<file path="src/rtl/irq_aggr_pkg.sv">
package irq_aggr_pkg;
  localparam int unsigned OFS_CAUSE = 32'h0;
  localparam int unsigned OFS_MASK  = 32'h4;

  typedef enum logic [1:0] {
    SEL_NONE  = 2'd0,
    SEL_CAUSE = 2'd1,
    SEL_MASK  = 2'd2
  } reg_sel_e;
endpackage

</file>
<file path="src/rtl/irq_addr_dec.sv">
module irq_addr_dec
  import irq_aggr_pkg::*;
#(
  parameter int unsigned ADDR_W = 4
) (
  input  logic [ADDR_W-1:0] addr_i,
  output reg_sel_e          sel_o
);
  always_comb begin
    if (addr_i == ADDR_W'(OFS_CAUSE))     sel_o = SEL_CAUSE;
    else if (addr_i == ADDR_W'(OFS_MASK)) sel_o = SEL_MASK;
    else                                  sel_o = SEL_NONE;
  end
endmodule

</file>
<file path="src/rtl/irq_cause_reg.sv">
module irq_cause_reg #(
  parameter int unsigned NUM_SRC = 32
) (
  input  logic               clk_i,
  input  logic               rst_ni,
  input  logic [NUM_SRC-1:0] req_i,
  input  logic               ack_we_i,
  input  logic [NUM_SRC-1:0] ack_data_i,
  output logic [NUM_SRC-1:0] cause_o
);
  for (genvar g = 0; g < NUM_SRC; g++) begin : g_bit
    logic bit_q;
    // request set has priority over acknowledge
    always_ff @(posedge clk_i or negedge rst_ni) begin
      if (!rst_ni)                      bit_q <= 1'b0;
      else if (req_i[g])                bit_q <= 1'b1;
      else if (ack_we_i && ack_data_i[g]) bit_q <= 1'b0;
    end
    assign cause_o[g] = bit_q;
  end
endmodule

</file>
<file path="src/rtl/irq_mask_reg.sv">
module irq_mask_reg #(
  parameter int unsigned NUM_SRC = 32
) (
  input  logic               clk_i,
  input  logic               rst_ni,
  input  logic               wr_i,
  input  logic [NUM_SRC-1:0] data_i,
  output logic [NUM_SRC-1:0] mask_o
);
  always_ff @(posedge clk_i or negedge rst_ni) begin
    if (!rst_ni)   mask_o <= '0;
    else if (wr_i) mask_o <= data_i;
  end
endmodule

</file>
<file path="src/rtl/irq_prio_enc.sv">
module irq_prio_enc #(
  parameter int unsigned NUM_SRC = 32,
  parameter int unsigned IDX_W   = 5
) (
  input  logic [NUM_SRC-1:0] pend_i,
  output logic               valid_o,
  output logic [IDX_W-1:0]   idx_o
);
  always_comb begin
    valid_o = |pend_i;
    idx_o   = '0;
    // descending scan so the lowest set bit is written last
    for (int k = NUM_SRC - 1; k >= 0; k--) begin
      if (pend_i[k]) idx_o = IDX_W'(k);
    end
  end
endmodule

</file>
<file path="src/rtl/irq_aggr.sv">
module irq_aggr
  import irq_aggr_pkg::*;
#(
  parameter int unsigned NUM_SRC = 32,
  parameter int unsigned ADDR_W  = 4,
  parameter int unsigned DATA_W  = 32,
  localparam int unsigned IDX_W  = (NUM_SRC > 1) ? $clog2(NUM_SRC) : 1,
  localparam int unsigned STAT_W = IDX_W + 1
) (
  input  logic               clk_i,
  input  logic               rst_ni,
  input  logic [NUM_SRC-1:0] req_i,
  input  logic [ADDR_W-1:0]  addr_i,
  input  logic               we_i,
  input  logic [DATA_W-1:0]  wr_data_i,
  output logic [DATA_W-1:0]  rd_data_o,
  output logic               irq_o,
  output logic [STAT_W-1:0]  status_o
);
  reg_sel_e           sel;
  logic [NUM_SRC-1:0] cause_q, mask_q, pend;
  logic               pend_valid;
  logic [IDX_W-1:0]   pend_idx;

  irq_addr_dec #(.ADDR_W(ADDR_W)) u_dec (
    .addr_i (addr_i),
    .sel_o  (sel)
  );

  irq_cause_reg #(.NUM_SRC(NUM_SRC)) u_cause (
    .clk_i      (clk_i),
    .rst_ni     (rst_ni),
    .req_i      (req_i),
    .ack_we_i   (we_i && (sel == SEL_CAUSE)),
    .ack_data_i (wr_data_i[NUM_SRC-1:0]),
    .cause_o    (cause_q)
  );

  irq_mask_reg #(.NUM_SRC(NUM_SRC)) u_mask (
    .clk_i  (clk_i),
    .rst_ni (rst_ni),
    .wr_i   (we_i && (sel == SEL_MASK)),
    .data_i (wr_data_i[NUM_SRC-1:0]),
    .mask_o (mask_q)
  );

  assign pend = cause_q & mask_q;

  irq_prio_enc #(.NUM_SRC(NUM_SRC), .IDX_W(IDX_W)) u_enc (
    .pend_i  (pend),
    .valid_o (pend_valid),
    .idx_o   (pend_idx)
  );

  assign status_o = {pend_valid, pend_idx};

  always_ff @(posedge clk_i or negedge rst_ni) begin
    if (!rst_ni) irq_o <= 1'b0;
    else         irq_o <= pend_valid;
  end

  always_comb begin
    unique case (sel)
      SEL_CAUSE: rd_data_o = DATA_W'(cause_q);
      SEL_MASK:  rd_data_o = DATA_W'(mask_q);
      default:   rd_data_o = '0;
    endcase
  end
endmodule

</file>
<file path="config.mk">
export PLATFORM = sky130hd
export DESIGN_NAME = irq_aggr
export DESIGN_NICKNAME = d
export VERILOG_FILES = /design/src/rtl/irq_aggr_pkg.sv /design/src/rtl/irq_addr_dec.sv /design/src/rtl/irq_cause_reg.sv /design/src/rtl/irq_mask_reg.sv /design/src/rtl/irq_prio_enc.sv /design/src/rtl/irq_aggr.sv
export SDC_FILE = /design/constraint.sdc
export NUM_CORES = 1
export LEC_CHECK = 0
export BUFFER_PORTS_ARGS = -buffer_cell sky130_fd_sc_hd__buf_2
export CELL_PAD_IN_SITES_DETAIL_PLACEMENT = 1
export CELL_PAD_IN_SITES_GLOBAL_PLACEMENT = 1
export CORE_MARGIN = 1.5
export CORE_UTILIZATION = 38
export DETAILED_ROUTE_END_ITERATION = 10
export PLACE_DENSITY_LB_ADDON = 0.1
export REMOVE_ABC_BUFFERS = 1
export SETUP_SLACK_MARGIN = 0.4
export SYNTH_ARGS = -nofsm -noshare
export SYNTH_HDL_FRONTEND = slang
export SYNTH_SLANG_ARGS = --single-unit
</file>
<file path="constraint.sdc">
create_clock -name clk_i -period 1.9 [get_ports clk_i]
set_input_delay 0.19 -clock clk_i [delete_from_list [all_inputs] [get_ports clk_i]]
set_output_delay 0.19 -clock clk_i [all_outputs]
set_load 0.02 [all_outputs]
</file>
==> metrics.txt <==
CTS root buf=sky130_fd_sc_hd__clkbuf_8; worst hold path depth=2; global-route wire length before repair=15500 µm; cell count after synthesis=298; number of register bits inferred by synthesis=65; Setup Crit Path Kind=reg -> out; class of the worst hold path=in -> reg; vias per cell=5.44; accumulated negative setup slack=-967 ps; count of vias placed by the detailed router=a little under 3000; TritonCTS clock tree=yes; Iter 0 DRT Violations=109; post-DP HPWL=6870 µm; static power due to leakage=slightly above 2 nW; filler-free cell count of the finished design=between 500 and 600; most area-hungry cell type in the Yosys netlist=sky130_fd_sc_hd__dfrtp_1; largest net degree at the start of global routing=66; Chip Width=about 96 µm; Worst Setup Slack, final=-256 ps; Yosys top cell area share=between 50 and 60%; Critical Path End Type=primary output; number of global-route vias before repair=about 3000; die area=9120 µm²; violated checks=negative setup slack; detailed-router iteration count before antenna repair=4; critical path capture point=status_o[2]; clock period minus worst slack=2160 ps; PD cells=829 nW/µm²; final count of negative-setup-slack endpoints=6; launch point of the critical path=u_mask.mask_o[25]; Std-Cell Core Area=approximately 8300 µm²; Netlist cell types=34; Fin. Hold Viols=0; Cell Count Post-Placement=approximately 510; I/O pin count=110; normalized max-slew margin=67.9%; destination of the worst register-to-register timing path=irq_o; maximum buffer depth of the clock tree=2; main area contributors after synthesis=sky130_fd_sc_hd__dfrtp_1, sky130_fd_sc_hd__mux2_1, sky130_fd_sc_hd__a22o_1, sky130_fd_sc_hd__a21o_1, sky130_fd_sc_hd__nand2_1; IO Port Bufs=109; worst endpoint data arrival time=1970 ps; final critical-path share of the clock period=113%; fraction of final layout cells with drive strength greater than 1=38.2%; top library cells by usage in the layout, fill and taps aside=sky130_fd_sc_hd__buf_2, sky130_fd_sc_hd__dfrtp_1, sky130_fd_sc_hd__nand2_1; Rows=33; Worst-path clk slew=roughly 70 ps; most common library cell in the layout ignoring fill and taps=sky130_fd_sc_hd__buf_2; run status=complete, but fails checks; clock buffer count from CTS=9; worst r2r src=u_mask.mask_o[25]; worst setup slack for register-to-register paths=~400 ps; number of cells on the worst reg-to-reg path=5; Post-route DRC=0; minimum setup slack after placement=-26.8 ps; RSZ-0062 raised after global routing=true; Die Y-Extent=approximately 96 µm; total track usage=22.9%; total power=3.79 mW; Worst Skew=between 7 and 8 ps; fin. max-slew vios=0; Max IR drop VDD=519 µV; Post-Syn Area per Cell=between 10 and 15 µm²; effective utilization at floorplan=39.4%; part of the Yosys area used for sequential elements=50.0%; Placer Congestion=0.743; Antenna Nets Post-Route=0; signed area change from the synthesized netlist to the final layout=40.7%; total clock sinks=65; total number of H-tree levels=3; number of warnings reported in the yosys synthesis log=0; critical path fanouts, max=3; average routed wire per standard cell=approximately 19 µm; Syn Std Cell Area=~3300 µm²; clock latency of the later-clocked register in the worst-skew pair=350 ps; nets@finish=508; maximum achievable frequency=0.464 GHz; grt ovf=0; Antenna Diode Count=0; max-cap violation count=0; Required @ worst endpoint=between 1500 and 2000 ps; wirelength, routed=between 10000 and 15000 µm; Worst Tran Pin Value=482 ps; initial antenna violation count=0; Critical Path Source Type=flop
## synthesized netlist by cell type (all sizes together)
| cell | number |
|---|---|
| dfrtp | 65 |
| nand2 | 65 |
| a22o | 36 |
| a21o | 33 |
| mux2 | 32 |
| buf | 8 |
| clkbuf | 6 |
| nor2 | 6 |
| nand3 | 5 |
| a21oi | 4 |
| a22oi | 4 |
| a32o | 4 |
| and2 | 4 |
| nand4 | 4 |
| a21boi | 3 |
| a31oi | 3 |
| nor4 | 2 |
| o2111ai | 2 |
| o21ai | 2 |
| a2111oi | 1 |
| a211oi | 1 |
| a221oi | 1 |
| a311o | 1 |
| a32oi | 1 |
| nand3b | 1 |
| nor3b | 1 |
| nor4b | 1 |
| o21bai | 1 |
| o32ai | 1 |
## repair_timing
| action | CTS | global route |
|---|---|---|
| resized for setup | 27 | 34 |
| endpoints found under the setup margin | 28 | 39 |
| pin swaps | 15 | 10 |
| setup buffers | 13 | 2 |
| gates cloned | 2 | 2 |
| hold buffers | 1 | 0 |
| hold endpoints to repair | 65 | 0 |
## sequential cells by signal (all words and copies together) (netlist names)
signal	cells
u_cause.g_bit.bit_q	32
u_mask.mask_o	32
irq_o	1
## worst min path at each step
stage	endpoint	from	slack, ps
floorplan	irq_o	rst_ni	-110
global placement	u_cause.g_bit[28].bit_q	rst_ni	230
detailed placement	u_mask.mask_o[28]	rst_ni	230
CTS	u_cause.g_bit[0].bit_q	req_i[0]	5
global route	u_cause.g_bit[13].bit_q	req_i[13]	7
finish	u_cause.g_bit[0].bit_q	req_i[0]	10
## area by class of cell
type                       instances  area [µm²]
clock buffer                      13         159
multi-input combinational        219        1600
fill                             946        3680
sequential                        65        1630
timing repair buffer             142        1040
tap                              105         131
clock inverter                     3        15.0
## layer usage
layer	track usage, %	routed length (µm)
met4	7.35	106
met3	4.55	608
met1	29.6	4580
met5	0	0
met2	38.3	5020
## critical path: stages (launching register included)
cell,delay (ps)
sky130_fd_sc_hd__dfrtp_1,390
sky130_fd_sc_hd__a22o_1,290
sky130_fd_sc_hd__a311o_1,330
sky130_fd_sc_hd__a21oi_1,150
sky130_fd_sc_hd__o21bai_1,80
sky130_fd_sc_hd__a21boi_1,190
sky130_fd_sc_hd__buf_4,180
## power breakdown
part	leakage (nW)	total, mW	switching (mW)	internal [mW]
Sequential	0.684	1.72	0.164	1.55
Clock	0.0932	1.07	0.527	0.539
Combinational	1.25	1.01	0.535	0.478
## cell families after synthesis
group,count (synthesis),synth area share [%]
compound gates,98,24.0
mux,32,11.1
buf+inv,14,2.23
simple gates,89,12.6
flops,65,50.0
## per-stage QoR
stage	hold slack, ps	util [%]	cell area [µm²]
6_report	11.0	55.4	4580
5_1_grt	6.90	55.4	4580
4_1_cts	4.85	53.5	4420
3_5_place_dp	235	48.3	3990
3_3_place_gp	233	48.3	3990
2_1_floorplan	-106	-	3180
No activity file was read; power rests on OpenSTA's default activity.
